--- src/rtl/csl_pkg.sv ---
package csl_pkg;
  localparam int CTRL_W = 3;

  typedef struct packed {
    logic deep;
    logic sleep_on_exit;
    logic sev_on_pend;
  } ctrl_t;

  typedef enum logic {
    MODE_WFI = 1'b0,
    MODE_WFE = 1'b1
  } mode_e;
endpackage

--- src/rtl/csl_ctrl_reg.sv ---
module csl_ctrl_reg
  import csl_pkg::*;
(
  input  logic              clk,
  input  logic              rst_n,
  input  logic              wr_i,
  input  logic [CTRL_W-1:0] wdata_i,
  output ctrl_t             ctrl_o
);
  ctrl_t ctrl_q;

  always_ff @(posedge clk or negedge rst_n) begin
    if (!rst_n) ctrl_q <= '0;
    else if (wr_i) ctrl_q <= ctrl_t'(wdata_i);
  end

  assign ctrl_o = ctrl_q;

  assert_ctrl_hold_R1: assert property (@(posedge clk) disable iff (!rst_n)
    !wr_i |=> $stable(ctrl_q));
endmodule

--- src/rtl/csl_wake_detect.sv ---
module csl_wake_detect #(
  parameter int NLINES = 8
) (
  input  logic              clk,
  input  logic              rst_n,
  input  logic [NLINES-1:0] pend_i,
  input  logic [NLINES-1:0] en_i,
  input  logic              ext_evt_i,
  input  logic              sev_on_pend_i,
  output logic              irq_act_o,
  output logic              evt_in_o
);
  logic [NLINES-1:0] pend_q;
  logic [NLINES-1:0] rise;
  logic [NLINES-1:0] act;

  always_ff @(posedge clk or negedge rst_n) begin
    if (!rst_n) pend_q <= '0;
    else pend_q <= pend_i;
  end

  for (genvar i = 0; i < NLINES; i++) begin : g_line
    assign rise[i] = pend_i[i] & ~pend_q[i];
    assign act[i]  = pend_i[i] & en_i[i];
  end

  assign irq_act_o = |act;
  assign evt_in_o  = ext_evt_i | (sev_on_pend_i & (|rise));

  assert_nosev_noevt_R5: assert property (@(posedge clk) disable iff (!rst_n)
    (!sev_on_pend_i && !ext_evt_i) |-> !evt_in_o);
endmodule

--- src/rtl/csl_sleep_fsm.sv ---
module csl_sleep_fsm
  import csl_pkg::*;
(
  input  logic  clk,
  input  logic  rst_n,
  input  logic  wfi_i,
  input  logic  wfe_i,
  input  logic  exc_ret_i,
  input  ctrl_t ctrl_i,
  input  logic  irq_act_i,
  input  logic  evt_in_i,
  input  logic  primask_i,
  output logic  sleep_req_o,
  output logic  deep_o,
  output logic  wake_o,
  output logic  take_irq_o
);
  logic  sleep_q, deep_q, wake_q, take_q, evt_q;
  mode_e mode_q;
  logic  wfi_req, wfe_req, wfi_ok, wfe_ok, wake_cond;

  assign wfi_req   = wfi_i | (exc_ret_i & ctrl_i.sleep_on_exit);
  assign wfe_req   = wfe_i & ~wfi_req;
  assign wfi_ok    = wfi_req & ~irq_act_i;
  assign wfe_ok    = wfe_req & ~irq_act_i & ~evt_q & ~evt_in_i;
  assign wake_cond = irq_act_i | ((mode_q == MODE_WFE) & evt_in_i);

  always_ff @(posedge clk or negedge rst_n) begin
    if (!rst_n) begin
      sleep_q <= 1'b0;
      deep_q  <= 1'b0;
      wake_q  <= 1'b0;
      take_q  <= 1'b0;
      mode_q  <= MODE_WFI;
    end else begin
      wake_q <= 1'b0;
      take_q <= 1'b0;
      if (sleep_q) begin
        if (wake_cond) begin
          sleep_q <= 1'b0;
          deep_q  <= 1'b0;
          wake_q  <= 1'b1;
          take_q  <= irq_act_i & ~primask_i;
        end
      end else if (wfi_ok) begin
        sleep_q <= 1'b1;
        mode_q  <= MODE_WFI;
        deep_q  <= ctrl_i.deep;
      end else if (wfe_ok) begin
        sleep_q <= 1'b1;
        mode_q  <= MODE_WFE;
        deep_q  <= ctrl_i.deep;
      end
    end
  end

  // event latch: a wait-for-event request always consumes it
  always_ff @(posedge clk or negedge rst_n) begin
    if (!rst_n) evt_q <= 1'b0;
    else if (!sleep_q && wfe_req) evt_q <= 1'b0;
    else if (evt_in_i && !(sleep_q && mode_q == MODE_WFE)) evt_q <= 1'b1;
  end

  assign sleep_req_o = sleep_q;
  assign deep_o      = sleep_q & deep_q;
  assign wake_o      = wake_q;
  assign take_irq_o  = take_q;

  assert_wake_single_R9: assert property (@(posedge clk) disable iff (!rst_n)
    wake_o |=> !wake_o);
  assert_wake_ends_sleep_R9: assert property (@(posedge clk) disable iff (!rst_n)
    wake_o |-> (!sleep_req_o && $past(sleep_req_o)));
  assert_refuse_pending_R7: assert property (@(posedge clk) disable iff (!rst_n)
    (!sleep_req_o && irq_act_i) |=> !sleep_req_o);
  assert_wfi_hold_R3: assert property (@(posedge clk) disable iff (!rst_n)
    (sleep_q && mode_q == MODE_WFI && !irq_act_i) |=> sleep_req_o);
  assert_take_with_wake_R10: assert property (@(posedge clk) disable iff (!rst_n)
    take_irq_o |-> wake_o);
  assert_deep_only_asleep_R11: assert property (@(posedge clk) disable iff (!rst_n)
    deep_o |-> sleep_req_o);
  assert_latch_consumed_R8: assert property (@(posedge clk) disable iff (!rst_n)
    (!sleep_q && wfe_i && !wfi_req) |=> !evt_q);
endmodule

--- src/rtl/core_sleep_ctrl.sv ---
module core_sleep_ctrl
  import csl_pkg::*;
#(
  parameter int NLINES = 8
) (
  input  logic              clk,
  input  logic              rst_n,
  input  logic              wfi_i,
  input  logic              wfe_i,
  input  logic              exc_ret_i,
  input  logic [NLINES-1:0] irq_pend_i,
  input  logic [NLINES-1:0] irq_en_i,
  input  logic              ext_evt_i,
  input  logic              primask_i,
  input  logic              ctrl_wr_i,
  input  logic [2:0]        ctrl_wdata_i,
  output logic              sleep_req_o,
  output logic              deep_o,
  output logic              wake_o,
  output logic              take_irq_o
);
  ctrl_t ctrl;
  logic  irq_act, evt_in;

  csl_ctrl_reg u_ctrl (
    .clk     (clk),
    .rst_n   (rst_n),
    .wr_i    (ctrl_wr_i),
    .wdata_i (ctrl_wdata_i),
    .ctrl_o  (ctrl)
  );

  csl_wake_detect #(.NLINES(NLINES)) u_detect (
    .clk           (clk),
    .rst_n         (rst_n),
    .pend_i        (irq_pend_i),
    .en_i          (irq_en_i),
    .ext_evt_i     (ext_evt_i),
    .sev_on_pend_i (ctrl.sev_on_pend),
    .irq_act_o     (irq_act),
    .evt_in_o      (evt_in)
  );

  csl_sleep_fsm u_fsm (
    .clk         (clk),
    .rst_n       (rst_n),
    .wfi_i       (wfi_i),
    .wfe_i       (wfe_i),
    .exc_ret_i   (exc_ret_i),
    .ctrl_i      (ctrl),
    .irq_act_i   (irq_act),
    .evt_in_i    (evt_in),
    .primask_i   (primask_i),
    .sleep_req_o (sleep_req_o),
    .deep_o      (deep_o),
    .wake_o      (wake_o),
    .take_irq_o  (take_irq_o)
  );
endmodule

--- config.mk ---
export PLATFORM = sky130hd
export DESIGN_NAME = core_sleep_ctrl
export DESIGN_NICKNAME = d
export VERILOG_FILES = /design/src/rtl/csl_pkg.sv /design/src/rtl/csl_ctrl_reg.sv /design/src/rtl/csl_wake_detect.sv /design/src/rtl/csl_sleep_fsm.sv /design/src/rtl/core_sleep_ctrl.sv
export SDC_FILE = /design/constraint.sdc
export NUM_CORES = 1
export LEC_CHECK = 0
export ABC_AREA = 1
export BUFFER_PORTS_ARGS = -buffer_cell sky130_fd_sc_hd__clkbuf_2
export CAP_MARGIN = 10
export CORE_MARGIN = 5
export CORE_UTILIZATION = 46
export DETAILED_ROUTE_END_ITERATION = 10
export PLACE_DENSITY = 0.75
export RECOVER_POWER = 100
export SLEW_MARGIN = 10
export SYNTH_ARGS = -nofsm -noshare
export SYNTH_HDL_FRONTEND = slang
export SYNTH_SLANG_ARGS = --single-unit
--- constraint.sdc ---
create_clock -name clk -period 1.45 [get_ports clk]
set_input_delay 0.145 -clock clk [delete_from_list [all_inputs] [get_ports clk]]
set_output_delay 0.145 -clock clk [all_outputs]
set_load 0.03 [all_outputs]
==> summary.md <==
| Metric | Value |
|---|---|
| I/O pin count | 31 |
| Vias | a little under 700 |
| Area of the mapped netlist | roughly 770 um2 |
| Num CTS Buffers | 3 |
| Cell variety after synth | 13 |
| Clock Skews | around 1.7 ps |
| Final hold vios | 0 |
| Worst Path Arrival | between 1500 and 2000 ps |
| Terminus of the critical flop-to-flop path | u_fsm.deep_q |
| Number of placement rows | 14 |
| HPWL after DPL | between 1 and 1.5 mm |
| Final core utilization | 0.6761 |
| Largest fanout on the critical path | 3 |
| Max Clk Rate | 0.7131 GHz |
| DR WL/cell | between 10 and 15 um |
| Layout area overhead | 35.01% |
| Pre-CTS WS | 205.6 ps |
| Fin nets | about 160 |
| Grt ovf | 0 |
| Final hold slack | 74.53 ps |
| Leakage | around 0.0006 uW |
| WL final | around 1.6 mm |
| Die Width | about 51 um |
| DRC Markers | 0 |
| Pwr/cell area | 930.2 nW/um2 |
| CTS tree | done |
| Post-route ant nets | 0 |
| Final Cycle Share | 0.9671 |
| R2R depth | 8 |
| Core area | approximately 1500 um2 |
| Final Slew Violations | 0 |
| Fillcell total | 138 |
| Reg2reg start | u_ctrl.ctrl_o[1] |
| Setup repair bufs after CTS | 0 |
| Hold Crit Start | wfe_i |
| Clk buf depth | 2 |
| Post-synthesis average cell area | approximately 8.6 um2 |
| Post-synthesis sequential area ratio | 0.5511 |
| Die height | ~51 um |
| Pin count of the biggest net entering global routing | 18 |
| Placed cell count | approximately 140 |
| Full die area | between 2000 and 3000 um2 |
| CTS Root Cell | clkbuf_4 |
| Register bit total from synthesis | 17 |
| 1st-pass router iterations | 3 |
| Vias per cell | ~4.6 |
| Ant diodes | 0 |
| YS warnings | 0 |
| Final setup vio count | 0 |
| Worst-Margin Slew | roughly 900 ps |
| 1st-iter DRT viols | 1 |
| Fraction of layout cells with a size suffix above 1 | 0.2462 |
| Vias in the first global route | around 720 |
| Number of max-cap violations | 0 |
| Initial Util | 0.5008 |
| Max IR drop VDD | around 650 uV |
| # port buffers | 30 |
| H-tree depth | 1 |
| Flop-to-flop setup slack | ~170 ps |
| WHS Endpoint | u_fsm.evt_q |
| Crit path kind | primary input to flip-flop |
| Syn_nets | between 100 and 150 |
| Hold Path Depth | 2 |
| Initial antenna violation count | 0 |
| CP Launch Type | primary input |
| Worst rel slew slack | 0.4081 |
| Crit end category | flip-flop |
| Final Non-Filler Cells | between 100 and 150 |
| Synth Instances | 90 |
| Tot GR Track Use | 0.1420 |
| Final Wtd Congestion | roughly 0.7 |
| Worst EP required | around 1600 ps |
| Clk pin slew, worst setup/hold paths | approximately 90 ps |
| First-pass GRT wire length | ~2.8 mm |
| Status | finished clean |
| Minimum clock period | approximately 1400 ps |
| Fin worst setup slack | 47.72 ps |
| Worst skew pair latency | a little under 300 ps |
| Sink Count | 17 |
| Hold Crit Class | primary input to flip-flop |
==> through the flow <==
stage | power [uW] | TNS [ps] | cell area (um2)
3_3_place_gp | 707.0 | 0 | 942.2
3_5_place_dp | 713.6 | 0 | 942.2
4_1_cts | 981.5 | 0 | 1059
5_1_grt | 1034 | -15.18 | 1042
6_report | 969.5 | 0 | 1042
2_1_floorplan | 638.1 | 0 | 772.0
==> critical path, cell delays in order <==
cell and delay [ps]:
dlygate4sd3_1 580, nand2_1 80, nand2_1 50, nor2_2 140, nand2_2 100, or2_4 270, nand2_4 70, nand2_4 50
nand3_2 50, nand2_1 50
==> logic make-up (layout without fill, tap and decap cells) <==
family | after synthesis | count (layout) | synth area share
AOI/OAI and AO/OA | 5 | 5 | 0.04214
buffers and inverters | 15 | 55 | 0.07293
DFF | 17 | 17 | 0.5511
muxes | 3 | 3 | 0.04376
and+or+nand+nor | 50 | 50 | 0.2901
==> layer usage <==
metal  track usage  share of wire
met5             0              0
met4       0.06383          0.018
met3       0.04070          0.075
met2        0.2397           0.49
met1        0.1654           0.42
==> synthesized netlist by cell type <==
cell type,number,share of area
a21oi_1,3,0.019
a21oi_2,1,0.011
a32oi_1,1,0.011
dfrtp_1,17,0.55
inv_1,15,0.073
mux2_2,3,0.044
nand2_1,36,0.18
nand2_4,2,0.029
nand3_1,4,0.026
nand3_2,1,0.013
nor2_1,4,0.019
nor2_2,2,0.016
or2_4,1,0.011
==> worst max-delay path by stage <==
| stage | to | cells after the start | start | slack, ps |
|---|---|---|---|---|
| floorplan | u_fsm.deep_q | 5 | u_fsm.sleep_req_o | 270 |
| global placement | u_fsm.mode_q | 8 | u_ctrl.ctrl_o[1] | 230 |
| detailed placement | u_fsm.deep_q | 8 | u_ctrl.ctrl_o[1] | 210 |
| CTS | u_fsm.deep_q | 11 | irq_pend_i[3] | 6 |
| global route | u_fsm.mode_q | 11 | irq_pend_i[2] | -20 |
| finish | u_fsm.deep_q | 10 | irq_pend_i[2] | 50 |
==> sequential cells by signal, summed over array words and instances, names as in the netlist <==
name and count:
u_fsm.take_irq_o 1, u_fsm.evt_q 1, u_fsm.wake_o 1, u_fsm.mode_q 1, u_ctrl.ctrl_o 3, u_fsm.sleep_req_o 1, u_fsm.deep_q 1, u_detect.pend_q 8
==> where the power goes <==
group	internal (uW)	total [uW]	switching (uW)	leakage, uW
registers	518	542	24.4	0.000205
logic	81.3	174	93.2	0.000365
clock network	107	253	146	0.0000150
total	706	969	263	0.000584
==> cells in the final DEF, fill, tap and decap left out <==
| cell | count |
|---|---|
| a21oi_2 | 1 |
| clkdlybuf4s25_1 | 3 |
| a21oi_1 | 3 |
| a32oi_1 | 1 |
| nand2_4 | 2 |
| or2_4 | 1 |
| nand3_1 | 4 |
| clkbuf_2 | 17 |
| clkbuf_1 | 10 |
| dlygate4sd3_1 | 7 |
| nor2_2 | 3 |
| mux2_2 | 3 |
| dfrtp_1 | 17 |
| nand2_1 | 35 |
| clkbuf_4 | 3 |
| nand3_2 | 1 |
| inv_1 | 15 |
| nand2_2 | 1 |
| nor2_1 | 3 |
==> timing repair <==
action	CTS	global route
hold buffers	9	1
endpoints found under the hold margin	25	1
endpoints found under the setup margin	0	4
resized for setup	0	6
==> final cells by class <==
cell class,instances,area (um2),area share
Multi-Input combinational cell,58,295.3,0.2833
Timing Repair Buffer,36,219.0,0.2101
Inverter,15,56.30,0.05402
Sequential cell,17,425.4,0.4082
Tap cell,16,20.02,0.01921
Clock buffer,4,26.28,0.02521
Note: power is estimated with default switching activity, not from simulation.
